<file path="src/rtl/rns4_pkg.sv">
package rns4_pkg;

  // modular inverse by extended Euclid, evaluated at elaboration
  function automatic longint inv_mod(input longint a, input longint m);
    longint t, nt, r, nr, q, tmp;
    t  = 0;
    nt = 1;
    r  = m;
    nr = a % m;
    while (nr != 0) begin
      q   = r / nr;
      tmp = t - q * nt;
      t   = nt;
      nt  = tmp;
      tmp = r - q * nr;
      r   = nr;
      nr  = tmp;
    end
    if (t < 0) t = t + m;
    return t;
  endfunction

  function automatic longint full_range(input int n);
    longint ma, mb;
    ma = (longint'(1) << (2 * n)) - 1;
    mb = (longint'(1) << (2 * n + 1)) + (longint'(1) << n);
    return ma * mb;
  endfunction

endpackage

</file>
<file path="src/rtl/eac_add.sv">
module eac_add #(
  parameter int W = 8
) (
  input  logic [W-1:0] a_i,
  input  logic [W-1:0] b_i,
  output logic [W-1:0] s_o
);
  logic [W:0] raw_w;

  assign raw_w = {1'b0, a_i} + {1'b0, b_i};
  // carry wraps back into bit 0; cannot overflow a second time
  assign s_o   = raw_w[W-1:0] + {{(W-1){1'b0}}, raw_w[W]};
endmodule

</file>
<file path="src/rtl/rns4_pair_lo.sv">
module rns4_pair_lo #(
  parameter int N = 5
) (
  input  logic [N:0]     x_p1_i,
  input  logic [N-1:0]   x_m1_i,
  output logic [2*N-1:0] x_o
);
  logic [N-1:0] p1_fold_w, diff_w, dig_raw_w, dig_w;

  // reduce the (2^n+1) residue modulo 2^n-1: 2^n folds to 1
  eac_add #(.W(N)) u_fold (
    .a_i (x_p1_i[N-1:0]),
    .b_i ({{(N-1){1'b0}}, x_p1_i[N]}),
    .s_o (p1_fold_w)
  );

  eac_add #(.W(N)) u_sub (
    .a_i (x_m1_i),
    .b_i (~p1_fold_w),
    .s_o (diff_w)
  );

  // inverse of (2^n+1) mod (2^n-1) is 2^(n-1): rotate right by one
  assign dig_raw_w = {diff_w[0], diff_w[N-1:1]};
  assign dig_w     = (&dig_raw_w) ? '0 : dig_raw_w;

  assign x_o = {{(N-1){1'b0}}, x_p1_i}
             + {dig_w, {N{1'b0}}}
             + {{N{1'b0}}, dig_w};
endmodule

</file>
<file path="src/rtl/rns4_pair_hi.sv">
module rns4_pair_hi #(
  parameter int N = 5
) (
  input  logic [N-1:0]   x_p0_i,
  input  logic [N+1:0]   x_q_i,
  output logic [2*N+1:0] x_o
);
  logic [N-1:0] dig_w;

  // (2^(n+1)+1) mod 2^n is 1, so the digit is a truncated difference
  assign dig_w = x_p0_i - x_q_i[N-1:0];

  assign x_o = {{N{1'b0}}, x_q_i}
             + {1'b0, dig_w, {(N+1){1'b0}}}
             + {{(N+2){1'b0}}, dig_w};
endmodule

</file>
<file path="src/rtl/rns4_merge.sv">
module rns4_merge
  import rns4_pkg::*;
#(
  parameter int N = 5
) (
  input  logic [2*N-1:0] xa_i,
  input  logic [2*N+1:0] xb_i,
  output logic [2*N-1:0] dig_o,
  output logic [4*N+1:0] x_o
);
  localparam int      W     = 2 * N;
  localparam int      OW    = 4 * N + 2;
  localparam longint  MA    = (longint'(1) << W) - 1;
  localparam longint  MB_RD = (longint'(1) << N) + 2;
  localparam logic [W-1:0] INV_C = W'(inv_mod(MB_RD, MA));

  logic [W-1:0] xb_fold_w, diff_w;
  logic [W-1:0] acc_w [W+1];

  eac_add #(.W(W)) u_fold (
    .a_i (xb_i[W-1:0]),
    .b_i ({{(W-2){1'b0}}, xb_i[W+1:W]}),
    .s_o (xb_fold_w)
  );

  eac_add #(.W(W)) u_sub (
    .a_i (xa_i),
    .b_i (~xb_fold_w),
    .s_o (diff_w)
  );

  // constant multiply mod 2^W-1 as a sum of rotations
  assign acc_w[0] = '0;
  for (genvar j = 0; j < W; j++) begin : g_term
    if (INV_C[j]) begin : g_add
      logic [W-1:0] rot_w;
      assign rot_w = (diff_w << j) | (diff_w >> (W - j));
      eac_add #(.W(W)) u_acc (
        .a_i (acc_w[j]),
        .b_i (rot_w),
        .s_o (acc_w[j+1])
      );
    end else begin : g_skip
      assign acc_w[j+1] = acc_w[j];
    end
  end

  assign dig_o = (&acc_w[W]) ? '0 : acc_w[W];

  assign x_o = {{(OW-W-2){1'b0}}, xb_i}
             + {1'b0, dig_o, {(W+1){1'b0}}}
             + {{(N+2){1'b0}}, dig_o, {N{1'b0}}};
endmodule

</file>
<file path="src/rtl/rns4_rev_conv.sv">
module rns4_rev_conv #(
  parameter int N       = 5,
  parameter bit REG_OUT = 1'b1
) (
  input  logic           clk_i,
  input  logic           rst_ni,
  input  logic [N:0]     res_p1_i,
  input  logic [N-1:0]   res_m1_i,
  input  logic [N-1:0]   res_p0_i,
  input  logic [N+1:0]   res_q_i,
  output logic [4*N+1:0] bin_o
);
  // only odd n from 3 up keep 2^n+2 invertible mod 2^(2n)-1
  if ((N % 2) == 0 || N < 3) begin : g_bad_n
    $error("rns4_rev_conv: N must be odd and at least 3");
  end

  logic [2*N-1:0] xa_w;
  logic [2*N+1:0] xb_w;
  logic [2*N-1:0] dig_w;
  logic [4*N+1:0] conv_w;

  rns4_pair_lo #(.N(N)) u_lo (
    .x_p1_i (res_p1_i),
    .x_m1_i (res_m1_i),
    .x_o    (xa_w)
  );

  rns4_pair_hi #(.N(N)) u_hi (
    .x_p0_i (res_p0_i),
    .x_q_i  (res_q_i),
    .x_o    (xb_w)
  );

  rns4_merge #(.N(N)) u_mrg (
    .xa_i  (xa_w),
    .xb_i  (xb_w),
    .dig_o (dig_w),
    .x_o   (conv_w)
  );

  if (REG_OUT) begin : g_reg
    always_ff @(posedge clk_i or negedge rst_ni) begin
      if (!rst_ni) bin_o <= '0;
      else         bin_o <= conv_w;
    end
  end else begin : g_comb
    assign bin_o = conv_w;
  end
endmodule

</file>
<file path="config.mk">
export PLATFORM = sky130hd
export DESIGN_NAME = rns4_rev_conv
export DESIGN_NICKNAME = d
export VERILOG_FILES = /design/src/rtl/rns4_pkg.sv /design/src/rtl/eac_add.sv /design/src/rtl/rns4_pair_lo.sv /design/src/rtl/rns4_pair_hi.sv /design/src/rtl/rns4_merge.sv /design/src/rtl/rns4_rev_conv.sv
export SDC_FILE = /design/constraint.sdc
export NUM_CORES = 1
export LEC_CHECK = 0
export ABC_AREA = 1
export CAP_MARGIN = 20
export CORE_MARGIN = 1.5
export CORE_UTILIZATION = 30
export CTS_BUF_LIST = sky130_fd_sc_hd__clkbuf_4 sky130_fd_sc_hd__clkbuf_8
export DETAILED_ROUTE_END_ITERATION = 10
export DONT_BUFFER_PORTS = 1
export GPL_TIMING_DRIVEN = 0
export SLEW_MARGIN = 40
export SYNTH_ARGS = -nofsm -noshare
export SYNTH_HDL_FRONTEND = slang
export SYNTH_SLANG_ARGS = --single-unit
</file>
<file path="constraint.sdc">
create_clock -name clk_i -period 1.6 [get_ports clk_i]
set_clock_uncertainty 0.15 [all_clocks]
set_input_delay 0.32 -clock clk_i [delete_from_list [all_inputs] [get_ports clk_i]]
set_output_delay 0.32 -clock clk_i [all_outputs]
set_load 0.01 [all_outputs]
</file>
==> results of run 1 <==
-- layout make-up --
type	count	share of cell area, %
timing repair buffer	159	13.7
clock buffer	3	0.465
tap	265	3.73
sequential	22	6.20
multi-input combinational	714	67.7
inverter	183	8.25
-- path summary, 6_finish.rpt --
check                           start                  end  slack (ns)  cells after the start
max in group asynchronous      rst_ni  bin_o[19]$_DFF_PN0_        0.59                      2
hold / removal             res_q_i[0]   bin_o[0]$_DFF_PN0_        0.07                      1
setup / recovery           res_q_i[2]  bin_o[20]$_DFF_PN0_      -15.27                    121
min in group asynchronous      rst_ni   bin_o[2]$_DFF_PN0_        0.40                      2
-- synth_stat cells, types with 5 or more instances --
cell	instances
nor3_1	10
ha_1	106
nand2_1	204
nand3_1	57
fa_1	12
nand4_1	12
xor2_2	5
inv_1	176
xnor2_1	39
nand3b_1	5
a21oi_1	46
nand2_2	8
xor2_1	51
o21ai_1	6
o21ai_0	23
nand3_2	6
nor2_2	6
inv_2	7
nor2_1	87
dfrtp_1	22
-- through the flow --
| step | std cells | setup WS (ns) | setup TNS (ns) | utilization [%] |
|---|---|---|---|---|
| after floorplan | 919 | -14.47 | -237.55 | - |
| after global placement | 1184 | -16.83 | -276.95 | 34.3 |
| final | 1346 | -15.27 | -252.46 | 45.5 |
| after global routing | 1346 | -16.42 | -270.88 | 45.5 |
| after CTS | 1303 | -15.03 | -247.49 | 41.8 |
| after detailed placement | 1184 | -16.87 | -277.53 | 34.3 |
-- cell families after synthesis --
family	Yosys count	synth area share (%)
AND/OR/NAND/NOR	409	30.1
adder cells (fa/ha/maj)	118	26.2
XOR/XNOR	95	14.6
AO/OA/AOI/OAI	92	8.42
flip-flops	22	9.21
buffers and inverters	183	11.5
-- what timing repair did --
| action | 4_1_cts | 5_1_grt |
|---|---|---|
| cloned | 0 | 0 |
| setup endpoints to repair | 21 | 21 |
| resized for setup | 109 | 83 |
| hold buffers | 1 | 1 |
| buffers inserted | 116 | 45 |
| endpoints found under the hold margin | 22 | 22 |
| pin swaps | 125 | 108 |
-- layer usage --
layer  GRT usage, %  vias to the layer above  wire [um]  part of all wire [%]
met3          0.331                       36        435                   2.7
met2           28.3                       96       8560                    52
met4           2.74                        0        364                   2.2
met1           18.0                     2807       6980                    43
met5              0                        -          0                     0
li1               -                     3226          -                     -
==> results.ini, run 1 <==
[timing]
worstMarginPinSlew_ns=0.705
slew_viol_final=0
hold_ws_ns=0.0689
max_freq_ghz=0.0593
slew_headroom_pct=52.6
hold_violations=0
rsz0062_at_grt=yes
fin_crit_ns=16.87
fin_crit_sh_pct=1050
worst_slack_ns=-15.27
setup_violations=21

[synth]
yosysSeqAreaShare_pct=9.21
postSynthCellCount=919
yosysUniqueCellTypes=36
yosysWarnings=0
syn_nets=1062
avgSynthCellArea_um2=6.50
synthArstFlopShare_pct=100
synth-main-ff-cell=dfrtp_1
ys_seq_elements=22
yosysTopAreaCell=ha_1
synthTopCellsByArea=ha_1 (22%), nand2_1 (13%), inv_1 (11%), dfrtp_1 (9.2%), xor2_1 (7.5%)
syn_area_mm2=0.00597
synth.top_cell.area_share_pct=22.2
synth_edf_count=0

[detailed_routing]
drt_iter0_drc=186
route.vias.total=6165
wl_um=16300
drtPass1Iterations=4
drc=0
antenna_left=0
vias_per_cell=4.58
routedWlPerCell_um=12.1

[cells_and_area]
final_common_cell=nand2_1
syn_to_final_growth_pct=48.7
final_nets=1226
stdcell_area_mm2=0.00888
layout_common_cells=nand2_1 (176), inv_1 (151), buf_4 (151), nor2_1 (61), ha_1 (54)
n_antenna_cell=0
multiInputGateArea_mm2=0.00601
top_register=bin_o
regArea_um2=551
drive_gt1_share_pct=38.8
reg.largest.list=bin_o: 22 flops
fillers=1895
largest_reg_flops=22

[worst_hold_path]
hold_class=input pin to flop

[die]
die_w_um=144
core_area_mm2=0.0195
num_rows=51
initial_utilization_pct=30.6
dieArea_mm2=0.0208
fp.dieH_um=144
ios=47

[critical_path]
cpMostUsedCell=nand2_1
cpLargestDelayFamily=simple AND/OR/NAND/NOR gates
crit_path_end_kind=flop
cp_data_arrival_time_ns=16.87
max_stage_delay_ns=0.41
cp_num_buf_inv=10
crit_type=input pin to flop
crit_fanout=5
slowest_stage=fa_2
start_kind=input pin
required_ns=1.60

[placement]
place_area_mm2=0.00669
portBuffers=0
gp_congestion=0.811
dp_hpwl_um=10900

[grt]
grt_pass1_vias=5783
grt_pass1_wl_um=25300
antenna_found_initial=0
grt_usage_pct=14.6
globalRouteOverflowTotal=0
grt_max_degree=23

[status]
status=complete, but fails checks
failed_checks=negative setup slack

[clocking]
htreeDepth=1
clkTransAtPathRegs_ns=0.07
clockRootBuffer=clkbuf_8
cts_tree=built
clk_path_buf_depth=2
numCtsBuffers=3
clock_sinks=22

[run]
maxCapViolations=0

Power of run 1 is left out: the tool's default activity adds up to more than one toggle a clock period on the data nets, which glitch-free logic cannot reach.
==> run 2: changes to the inputs <==
Settings changed: PLACE_DENSITY set to 0.41.
Clock period 1.6 ns to 17.8 ns, I/O delays scaled along.
==> results.ini, run 2 (same netlist as run 1, synthesis figures left out) <==
[status]
status=complete, but fails checks
failed_checks=negative setup slack

[placement]
portBuffers=0  ; unchanged
gp_congestion=0.761  ; -6.1%
dp_cells=1184  ; unchanged
dp_hpwl_um=12400  ; +14%
dp_worst_setup_slack_ns=-4.52  ; +12.35 ns

[timing]
hold_violations=0  ; unchanged
max_freq_ghz=0.0497
fin_crit_sh_pct=113
slew_viol_final=0  ; unchanged
slew_headroom_pct=54.8  ; +2.1 points
rsz0062_at_grt=yes
fin_crit_ns=20.11
worstMarginPinSlew_ns=0.674  ; -0.0317 ns
setup_violations=17  ; -19%
worst_slack_ns=-2.31  ; +12.97 ns

[die]
fp.dieH_um=144  ; unchanged
num_rows=51  ; unchanged
initial_utilization_pct=30.6  ; unchanged
core_area_mm2=0.0195  ; unchanged
dieArea_mm2=0.0208  ; unchanged
die_w_um=144  ; unchanged
ios=47  ; unchanged

[grt]
antenna_found_initial=0  ; unchanged
globalRouteOverflowTotal=0  ; unchanged
grt_max_degree=23  ; unchanged
grt_use_met3_pct=0.430  ; +0.099 points
grt_pass1_wl_um=27700  ; +9.2%
grt_util_met1_pct=20.4  ; +2.5 points
grt_pass1_vias=6065  ; +4.9%
grtUsageMet2_pct=30.8  ; +2.5 points
grt_usage_pct=16.4  ; +1.7 points
grt-busiest-layer=met2

[clocking]
htreeDepth=1  ; unchanged
cts_hold_buf=0  ; -1
numCtsBuffers=3  ; unchanged
clockRootBuffer=clkbuf_8
clk_path_buf_depth=2  ; unchanged
cts_tree=built
clkTransAtPathRegs_ns=0.07  ; about the same
clock_sinks=22  ; unchanged

[critical_path]
slowest_stage=xnor2_1
crit_fanout=4  ; -1
max_stage_delay_ns=0.55  ; +0.14 ns
start_kind=input pin
crit_path_end_kind=flop
required_ns=17.80  ; +16.20 ns
cp_data_arrival_time_ns=20.10  ; +3.23 ns
cpMostUsedCell=buf_4
crit_type=input pin to flop

[cells_and_area]
fillers=2016  ; +6.4%
multiInputGateArea_mm2=0.00610  ; +1.6%
final_nets=1230  ; +0.33%
largest_reg_flops=22  ; unchanged
syn_to_final_growth_pct=51.2
final_common_cell=nand2_1
reg.largest.list=bin_o: 22 flops
regArea_um2=551  ; unchanged
fin_cells=1351  ; +0.37%
drive_gt1_share_pct=40.1  ; +1.3 points
final_core_util_pct=46.3  ; +0.76 points
layout_common_cells=nand2_1 (173), buf_4 (156), inv_1 (150), nor2_1 (55), ha_1 (53)
top_register=bin_o
n_antenna_cell=0  ; unchanged

[detailed_routing]
drtPass1Iterations=4  ; unchanged
vias_per_cell=4.45  ; -2.7%
drc=0  ; unchanged
routedWlPerCell_um=12.2  ; +0.15%
wl_um=16400  ; +0.53%
antenna_left=0  ; unchanged
drt_iter0_drc=131  ; -30%
route.vias.total=6018  ; -2.4%

[run]
maxCapViolations=0  ; unchanged

[worst_hold_path]
hold_class=input pin to asynchronous set/reset pin

## run 2: cell count changes in the layout (fill, tap and decap cells not counted), moves of 5 or more
cell / change
nor2_1: -6
a21oi_2: -5
buf_4: +5
nor2_4: +6
## run 2: layout make-up
class	count	area share [%]
well taps	265	3.67
multi-input cells	714	67.6
clock buffers	4	0.610
inverters	183	8.19
flip-flops and latches	22	6.10
repair buffers	163	13.8
## run 2: stage by stage
stage | hold WS, ns | cell area, um^2 | TNS, ns
final | 2.84 | 9030 | -29.69
after floorplan | 3.11 | 6350 | -15.39
after detailed placement | 3.11 | 6690 | -64.14
after CTS | 2.83 | 8310 | -30.64
after global placement | 3.11 | 6690 | -66.59
after global routing | 2.82 | 9030 | -44.91
## run 2: worst max-delay path: cells and delay by family
family,cells,cell delay (ns)
adders and majority gates,17,4.01
xor gates and xnor gates,4,1.10
buffers and inverters,51,4.98
AOI/OAI and AO/OA,16,1.93
and+or+nand+nor,48,4.51
## run 2: timing repair
action,CTS,global route
endpoints found under the setup margin,17,17
setup buffers,134,43
gates resized for setup,113,100
pin swaps,134,155
## run 2: metal layers
metal | wire (um) | vias to the layer above
met1 | 7720 | 2710
met4 | 216 | 0
met3 | 198 | 15
li1 | - | 3235
met5 | 0 | -
met2 | 8280 | 58
## run 2: how the worst max path moves through the flow
stage / start / to / slack [ns]
2_1_floorplan: res_p0_i[0] / bin_o[20]$_DFF_PN0_ / -1.51
3_3_place_gp: res_p0_i[0] / bin_o[20]$_DFF_PN0_ / -4.65
3_5_place_dp: res_p0_i[0] / bin_o[20]$_DFF_PN0_ / -4.52
4_1_cts: res_p0_i[0] / bin_o[20]$_DFF_PN0_ / -2.28
5_1_grt: res_p0_i[0] / bin_o[20]$_DFF_PN0_ / -3.26
6_report: res_p0_i[0] / bin_o[20]$_DFF_PN0_ / -2.31
Power of run 2 is left out for the same reason.
